## src/rtl/jabber_pkg.sv

```systemverilog
package jabber_pkg;

    localparam int unsigned JAB_RUN_LIMIT_DEF = 65536;
    localparam int unsigned JAB_QUIET_LEN_DEF = 96;

    typedef enum logic {
        JAB_ST_RUN   = 1'b0,
        JAB_ST_QUIET = 1'b1
    } jab_state_e;

    typedef struct packed {
        logic over;
        logic done;
    } jab_evt_t;

    function automatic int unsigned jab_width(input int unsigned max_val);
        return (max_val < 2) ? 1 : $clog2(max_val + 1);
    endfunction

endpackage

```

## src/rtl/jab_run_ctr.sv

```systemverilog
module jab_run_ctr #(
    parameter int unsigned RUN_LIMIT = jabber_pkg::JAB_RUN_LIMIT_DEF
) (
    input  logic clk,
    input  logic rst,
    input  logic tick,
    input  logic req,
    input  logic hold_clr,
    output logic over
);
    localparam int unsigned CW = jabber_pkg::jab_width(RUN_LIMIT);
    localparam logic [CW-1:0] LIMIT_V = CW'(RUN_LIMIT);

    logic [CW-1:0] run_cnt;

    assign over = tick && req && !hold_clr && (run_cnt == LIMIT_V);

    always_ff @(posedge clk) begin
        if (rst || hold_clr) begin
            run_cnt <= '0;
        end else if (tick) begin
            if (!req)
                run_cnt <= '0;
            else if (run_cnt != LIMIT_V)
                run_cnt <= run_cnt + 1'b1;
        end
    end


    run_bound_chk: assert property (@(posedge clk) disable iff (rst)
        run_cnt <= LIMIT_V);


    run_hold_chk: assert property (@(posedge clk) disable iff (rst)
        (!tick && !hold_clr) |=> $stable(run_cnt));


    run_zero_chk: assert property (@(posedge clk) disable iff (rst)
        (tick && !req) |=> (run_cnt == '0));
endmodule

```

## src/rtl/jab_quiet_tmr.sv

```systemverilog
module jab_quiet_tmr #(
    parameter int unsigned QUIET_LEN = jabber_pkg::JAB_QUIET_LEN_DEF
) (
    input  logic clk,
    input  logic rst,
    input  logic tick,
    input  logic active,
    output logic done
);
    localparam int unsigned QW = jabber_pkg::jab_width(QUIET_LEN);
    localparam logic [QW-1:0] LAST_V = QW'(QUIET_LEN - 1);

    logic [QW-1:0] q_cnt;

    assign done = active && tick && (q_cnt == LAST_V);

    always_ff @(posedge clk) begin
        if (rst || !active || done)
            q_cnt <= '0;
        else if (tick)
            q_cnt <= q_cnt + 1'b1;
    end


    quiet_bound_chk: assert property (@(posedge clk) disable iff (rst)
        q_cnt <= LAST_V);


    quiet_hold_chk: assert property (@(posedge clk) disable iff (rst)
        (active && !tick) |=> $stable(q_cnt));
endmodule

```

## src/rtl/jab_status.sv

```systemverilog
module jab_status (
    input  logic clk,
    input  logic rst,
    input  logic set,
    input  logic clr,
    output logic flag
);
    always_ff @(posedge clk) begin
        if (rst)
            flag <= 1'b0;
        else if (set)
            flag <= 1'b1;
        else if (clr)
            flag <= 1'b0;
    end


    stat_set_chk: assert property (@(posedge clk) disable iff (rst)
        set |=> flag);


    stat_keep_chk: assert property (@(posedge clk) disable iff (rst)
        (flag && !clr) |=> flag);


    stat_clear_chk: assert property (@(posedge clk) disable iff (rst)
        (clr && !set) |=> !flag);
endmodule

```

## src/rtl/jabber_guard.sv

```systemverilog
module jabber_guard #(
    parameter int unsigned RUN_LIMIT = jabber_pkg::JAB_RUN_LIMIT_DEF,
    parameter int unsigned QUIET_LEN = jabber_pkg::JAB_QUIET_LEN_DEF
) (
    input  logic clk,
    input  logic rst,
    input  logic bit_tick,
    input  logic tx_req,
    input  logic stat_clr,
    output logic tx_en_out,
    output logic lockup_active,
    output logic jabber_stat
);
    import jabber_pkg::*;

    jab_state_e state_q;
    jab_evt_t   evt;
    logic       in_quiet;

    assign in_quiet = (state_q == JAB_ST_QUIET);

    jab_run_ctr #(.RUN_LIMIT(RUN_LIMIT)) u_run (
        .clk      (clk),
        .rst      (rst),
        .tick     (bit_tick),
        .req      (tx_req),
        .hold_clr (in_quiet),
        .over     (evt.over)
    );

    jab_quiet_tmr #(.QUIET_LEN(QUIET_LEN)) u_quiet (
        .clk    (clk),
        .rst    (rst),
        .tick   (bit_tick),
        .active (in_quiet),
        .done   (evt.done)
    );

    jab_status u_stat (
        .clk  (clk),
        .rst  (rst),
        .set  (evt.over),
        .clr  (stat_clr),
        .flag (jabber_stat)
    );

    always_ff @(posedge clk) begin
        if (rst)
            state_q <= JAB_ST_RUN;
        else if (!in_quiet && evt.over)
            state_q <= JAB_ST_QUIET;
        else if (in_quiet && evt.done)
            state_q <= JAB_ST_RUN;
    end

    assign lockup_active = in_quiet;
    assign tx_en_out     = tx_req && !in_quiet;


    over_enter_chk: assert property (@(posedge clk) disable iff (rst)
        evt.over |=> lockup_active);


    no_spurious_en_chk: assert property (@(posedge clk) disable iff (rst)
        tx_en_out |-> tx_req);


    state_hold_chk: assert property (@(posedge clk) disable iff (rst)
        !bit_tick |=> $stable(lockup_active));


    lock_stat_chk: assert property (@(posedge clk) disable iff (rst)
        $rose(lockup_active) |-> jabber_stat);
endmodule

```

## config.mk

```make
export PLATFORM = sky130hd
export DESIGN_NAME = jabber_guard
export DESIGN_NICKNAME = d
export VERILOG_FILES = /design/src/rtl/jabber_pkg.sv /design/src/rtl/jab_run_ctr.sv /design/src/rtl/jab_quiet_tmr.sv /design/src/rtl/jab_status.sv /design/src/rtl/jabber_guard.sv
export SDC_FILE = /design/constraint.sdc
export NUM_CORES = 1
export LEC_CHECK = 0
export ABC_AREA = 1
export ABC_CLOCK_PERIOD_IN_PS = 3640
export BUFFER_PORTS_ARGS = -buffer_cell sky130_fd_sc_hd__buf_2
export CORE_AREA = 2 2 52 54
export CTS_CLUSTER_SIZE = 40
export DETAILED_ROUTE_END_ITERATION = 10
export DIE_AREA = 0 0 54 56
export PLACE_DENSITY = 0.79
export SYNTH_ARGS = -nofsm -noshare
export SYNTH_HDL_FRONTEND = slang
export SYNTH_SLANG_ARGS = --single-unit
```

## constraint.sdc

```tcl
create_clock -name clk -period 3.64 [get_ports clk]
set_clock_uncertainty 0.15 [all_clocks]
set_input_delay 0.364 -clock clk [delete_from_list [all_inputs] [get_ports clk]]
set_output_delay 0.364 -clock clk [all_outputs]
set_load 0.01 [all_outputs]
```

# ---- After elaboration in Yosys (flattened, before gate mapping)
# Cells that the tools add are included.
dict set report totals {
  regBits 26
  elab_cells 31
}
dict set report classes {
  addsub 2
  eq_ne 4
  n_mux 6
  n_reduce_logical 15
}
# operator n
set ops {}
lappend ops {{17-bit two-way mux} 2}
lappend ops {{17-bit by 1-bit adder with 17-bit output, second input constant} 1}
lappend ops {{17-bit equality test, second input constant} 1}
lappend ops {{17-bit != test, second input constant} 1}
lappend ops {{1-bit logical AND} 8}
lappend ops {{7-bit by 1-bit adder with 7-bit output, second input constant} 1}
lappend ops {{7-bit equality test, second input constant} 1}
lappend ops {{1-bit two-way mux} 4}
lappend ops {{2-bit nonzero test} 2}
lappend ops {{1-bit logical OR} 3}
lappend ops {{2-bit by 1-bit != test with 1-bit output, second input constant} 1}
lappend ops {{2-bit AND reduction} 1}
lappend ops {{1-bit logical NOT} 1}

# ---- Depth between registers and ports, before layout
dict set report logic_depth {
  ltp_word 5
  depth_mapped 13
  ltp_nobuf 13
}

# ---- Modules after synthesis
# A second synthesis with hierarchy kept.
dict set report unflattened {
  cells_unflattened 297
  area_unflattened_um2 1803.0
}
# mod instances cells_per_inst area_per_inst_um2
set by_module_without_submodules {}
lappend by_module_without_submodules {jab_run_ctr 1 230 1325.0}
lappend by_module_without_submodules {jab_quiet_tmr 1 54 391.6}
lappend by_module_without_submodules {jabber_guard 1 8 46.3}
lappend by_module_without_submodules {jab_status 1 5 40.0}

# ---- Worst setup path after synthesis
# No wires, ideal clock.
dict set report synth_path {
  path_kind {register to register}
  startpoint {reg u_run.run_cnt[0]}
  endpoint {reg u_run.run_cnt[10]}
  arrival_time_ps 1261
  setup_slack_ps 2113
  path_stages_with_launch 13
  period_less_slack_ps 1527
  path_cell_list {dfxtp_1 -> inv_1 -> ha_1 -> nand2_1 -> inv_1 -> nand2_1 -> nor2_4 -> nand3_4 -> nand2_4 -> buf_6 -> nor2_1 -> nor2_1 -> nor2_1}
}
dict set report synth_between {
  elab_chain_cells 3
}
# item line_no
set synth_lines {}
lappend synth_lines {{start, declared} jab_run_ctr.sv:14} ;# logic [CW-1:0] run_cnt;
lappend synth_lines {{start signal, assigned} jab_run_ctr.sv:25} ;# run_cnt <= run_cnt + 1'b1;
lappend synth_lines {{17-bit by 1-bit adder with 17-bit output or 17-bit != test (tied branches)} {jab_run_ctr.sv:25, jab_run_ctr.sv:24}}
lappend synth_lines {{17-bit two-way mux or 2-bit by 1-bit != test with 1-bit output (tied branches)} n/a}
lappend synth_lines {{17-bit two-way mux or 2-bit AND reduction (tied branches)} n/a}
# Several ways; a longest one is shown, not always the timed one. The select of a mux whose other input is x is not followed.
# A chain may end at the register's enable or synchronous reset.

# ---- Final worst setup path
dict set report layout_path {
  startpoint {reg u_run.run_cnt[0]}
  endpoint {reg u_run.run_cnt[13]}
}
# Same word-level chain as after synthesis.

==> out/summary.log <==
qor: run_status.status complete, no violations
qor: timing.clock_period_minus_worst_slack 1.84 ns
qor: clock_tree.cts_tree built
qor: global_routing.antenna_found_initial 0
qor: global_routing.grtUsageMet2 36.4%
qor: die.rows 18
qor: timing.final.setup.tns 0 ns
qor: worst_setup_path.rr_worst_depth 11
qor: timing.fin_ws 1.80 ns
qor: finish.areaGrowthSynthToFinish 5.99%
qor: die.floorplan.io_pins 8
qor: worst_setup_path.reg2reg_slack 1.80 ns
qor: synthesis.synth.largest_area_cell sky130_fd_sc_hd__dfxtp_1
qor: synthesis.yosysSeqAreaShare 35.1%
qor: clock_tree.cts_resized 0
qor: synthesis.synth.distinct_cells 29
qor: finish.ant_diodes 0
qor: finish.mostFrequentLayoutCell sky130_fd_sc_hd__nand2_1
qor: finish.final_cell_mix sky130_fd_sc_hd__nand2_1, sky130_fd_sc_hd__nor2_1, sky130_fd_sc_hd__dfxtp_1, sky130_fd_sc_hd__inv_1, sky130_fd_sc_hd__nand3_1
qor: timing.fmax_achieved 543 MHz
qor: placed_design.gp_congestion 0.878
qor: global_routing.grt.overflow.total 0
qor: synthesis.post_synth_instance_area 0.00148 mm2
qor: placed_design.buffer_ports.inserted 7
qor: worst_setup_path.cp-end-kind register
qor: power_and_ir_drop.finalPower 0.000464 W
qor: placed_design.hpwl 2.39 mm
qor: worst_setup_path.cp.required 3.76 ns
qor: route.detail_route.iter0.violations 72
qor: finish.finish.net_count 242
qor: worst_setup_path.cp-start-kind register
qor: route.routed_wl 3.13 mm
qor: placed_design.preCtsSetupSlack 1.85 ns
qor: timing.min_period_over_period 50.6%
qor: clock_tree.tritoncts.num_buffers 3
qor: synthesis.synth_ff_type sky130_fd_sc_hd__dfxtp_1
qor: clock_tree.post_cts.repair.setup_buffers 0
qor: timing.grt_setup_unrepaired no
qor: global_routing.grt.busiest_layer met2
qor: timing.setup_viol 0
qor: clock_tree.clkSlewWorstSetupHoldPaths 0.14 ns
qor: die.dieWidth 54 um
qor: worst_setup_path.critical_path_class reg -> reg
qor: global_routing.pin_count_of_the_biggest_net_entering_global_routing 16
qor: synthesis.synth_top_cell_area_share 35.1%
qor: synthesis.synth_area_leaders sky130_fd_sc_hd__dfxtp_1, sky130_fd_sc_hd__nand2_1, sky130_fd_sc_hd__nor2_1
qor: timing.tightestPinTransition 0.324 ns
qor: synthesis.ys_warnings 0
qor: synthesis.synth_edf_count 0
qor: min_path.holdPathStages 3
qor: route.detail_route.drc_violations 0
qor: synthesis.mappedNetlistNets 233
qor: job.maxCapViolCount 0
qor: route.avgViaCountPerCell 5.35
qor: timing.report.final.slew_viol_count 0
qor: clock_tree.clock_root_buffer sky130_fd_sc_hd__clkbuf_4
qor: synthesis.asyncSetResetFlopFracSynth 0%
qor: placed_design.place_inst 259
qor: clock_tree.clock_path_buffers 2
qor: global_routing.grt.total_usage 22.1%
qor: finish.drive_above_1_share 9.87%
qor: die.design.core.area 0.00243 mm2
qor: clock_tree.numClockSinks 26
qor: route.drt-wirelength-per-cell 11.9 um
qor: clock_tree.insertion_delay 0.32 ns
qor: die.floorplan.die_area 0.00302 mm2
qor: route.number_of_vias_in_the_routed_layout 1407
qor: power_and_ir_drop.power.leakage 0.672 nW
qor: timing.slew_headroom 78.4%
qor: worst_setup_path.worst_ep_arrival 1.96 ns
qor: power_and_ir_drop.vdd.ir_drop.worst 0.000275 V
qor: global_routing.number_of_global_route_vias_before_repair 1199
qor: synthesis.synthesis.instances 225
qor: finish.final_core_util 64.6%
qor: synthesis.synthesized_flop_and_latch_total 26
qor: clock_tree.cts-hold-fix-buffers 0
qor: route.drt_pre_antenna_iters 4
qor: clock_tree.h_tree_lvl_count 1
qor: worst_setup_path.critical_path_peak_fanout 4
qor: min_path.hold_path.class in -> reg
qor: route.antenna_violating_nets_post_route 0
qor: power_and_ir_drop.power.density 295 mW/mm2
qor: die.floorplan.initialDensity 61.0%
qor: global_routing.grt_pass1_wl 5.11 mm
qor: global_routing.met3_usage 2.69%
qor: timing.hold_violations 0
qor: global_routing.gr-usage-met1 29.5%
qor: die.die_y 56 um
qor: finish.non_filler_cells_final 263
qor: synthesis.synthesis.area_per_instance 6.59 um2
==> kinds of logic after synthesis <==
kind of cell / synth area share, %
simple gates: 40.8
fa+ha+maj: 2.53
buf+inv: 7.93
flops: 35.1
xor+xnor: 5.32
mux: 0.675
compound gates: 7.68
==> worst paths after layout <==
check / from / to
max: u_run.run_cnt[0]$_SDFFE_PP0P_ / u_run.run_cnt[13]$_SDFFE_PP0P_
min: stat_clr / u_stat.flag$_SDFFE_PP0P_
max reg2reg: u_run.run_cnt[0]$_SDFFE_PP0P_ / u_run.run_cnt[13]$_SDFFE_PP0P_
min reg2reg: u_stat.flag$_SDFFE_PP0P_ / u_stat.flag$_SDFFE_PP0P_
==> Yosys cell counts, types with 2 or more instances <==
master / instances
sky130_fd_sc_hd__nand4_1: 9
sky130_fd_sc_hd__o21ai_1: 6
sky130_fd_sc_hd__nor2_1: 38
sky130_fd_sc_hd__dfxtp_1: 26
sky130_fd_sc_hd__nand3_1: 15
sky130_fd_sc_hd__inv_1: 22
sky130_fd_sc_hd__nand3b_1: 2
sky130_fd_sc_hd__a21oi_1: 11
sky130_fd_sc_hd__nor2_2: 2
sky130_fd_sc_hd__xnor2_1: 2
sky130_fd_sc_hd__nor3_1: 2
sky130_fd_sc_hd__xor2_1: 7
sky130_fd_sc_hd__inv_2: 4
sky130_fd_sc_hd__ha_1: 3
sky130_fd_sc_hd__nand2_1: 62
==> state kept, by name (all words and copies together) (netlist names) <==
| signal | cells |
|---|---|
| u_run.run_cnt | 17 |
| lockup_active | 1 |
| u_stat.flag | 1 |
| u_quiet.q_cnt | 7 |
==> per-stage QoR <==
| stage | cell area [um2] | hold slack, ns |
|---|---|---|
| 2_1_floorplan | 1480 | 0.286 |
| 3_3_place_gp | 1540 | 0.305 |
| 3_5_place_dp | 1540 | 0.310 |
| 4_1_cts | 1570 | 0.127 |
| 5_1_grt | 1570 | 0.154 |
| 6_report | 1570 | 0.127 |
==> worst max-delay path, cell delays in order, from the launching register on <==
cell and delay [ns]:
sky130_fd_sc_hd__dfxtp_1 0.39, sky130_fd_sc_hd__inv_1 0.08, sky130_fd_sc_hd__ha_1 0.20, sky130_fd_sc_hd__nand2_1 0.06, sky130_fd_sc_hd__inv_1 0.04, sky130_fd_sc_hd__nand2_1 0.09, sky130_fd_sc_hd__nor2_4 0.05, sky130_fd_sc_hd__nand2_1 0.15
sky130_fd_sc_hd__nand3_1 0.16, sky130_fd_sc_hd__nor2_1 0.26, sky130_fd_sc_hd__nand2_1 0.09, sky130_fd_sc_hd__o21ai_1 0.07
==> power breakdown <==
group | switching, W | internal, W | leakage (nW)
clock | 0.0000870 | 0.0000612 | 0.0210
sequential | 0.000000915 | 0.000286 | 0.210
combinational | 0.0000207 | 0.00000792 | 0.441
total | 0.000109 | 0.000355 | 0.672
==> metal layers <==
layer / vias to the layer above / share of wire [%]
li1: 733 / -
met1: 616 / 45
met2: 52 / 48
met3: 6 / 5.9
met4: 0 / 1.1
met5: - / 0
==> layout make-up <==
type                       instances  area, um2
clock buffer                       4       36.3
fill                             218        861
inverter                          26       97.6
multi-input combinational        170        845
sequential                        26        520
tap                               30       37.5
timing repair buffer               7       35.0
No activity file was read; power rests on OpenSTA's default activity.
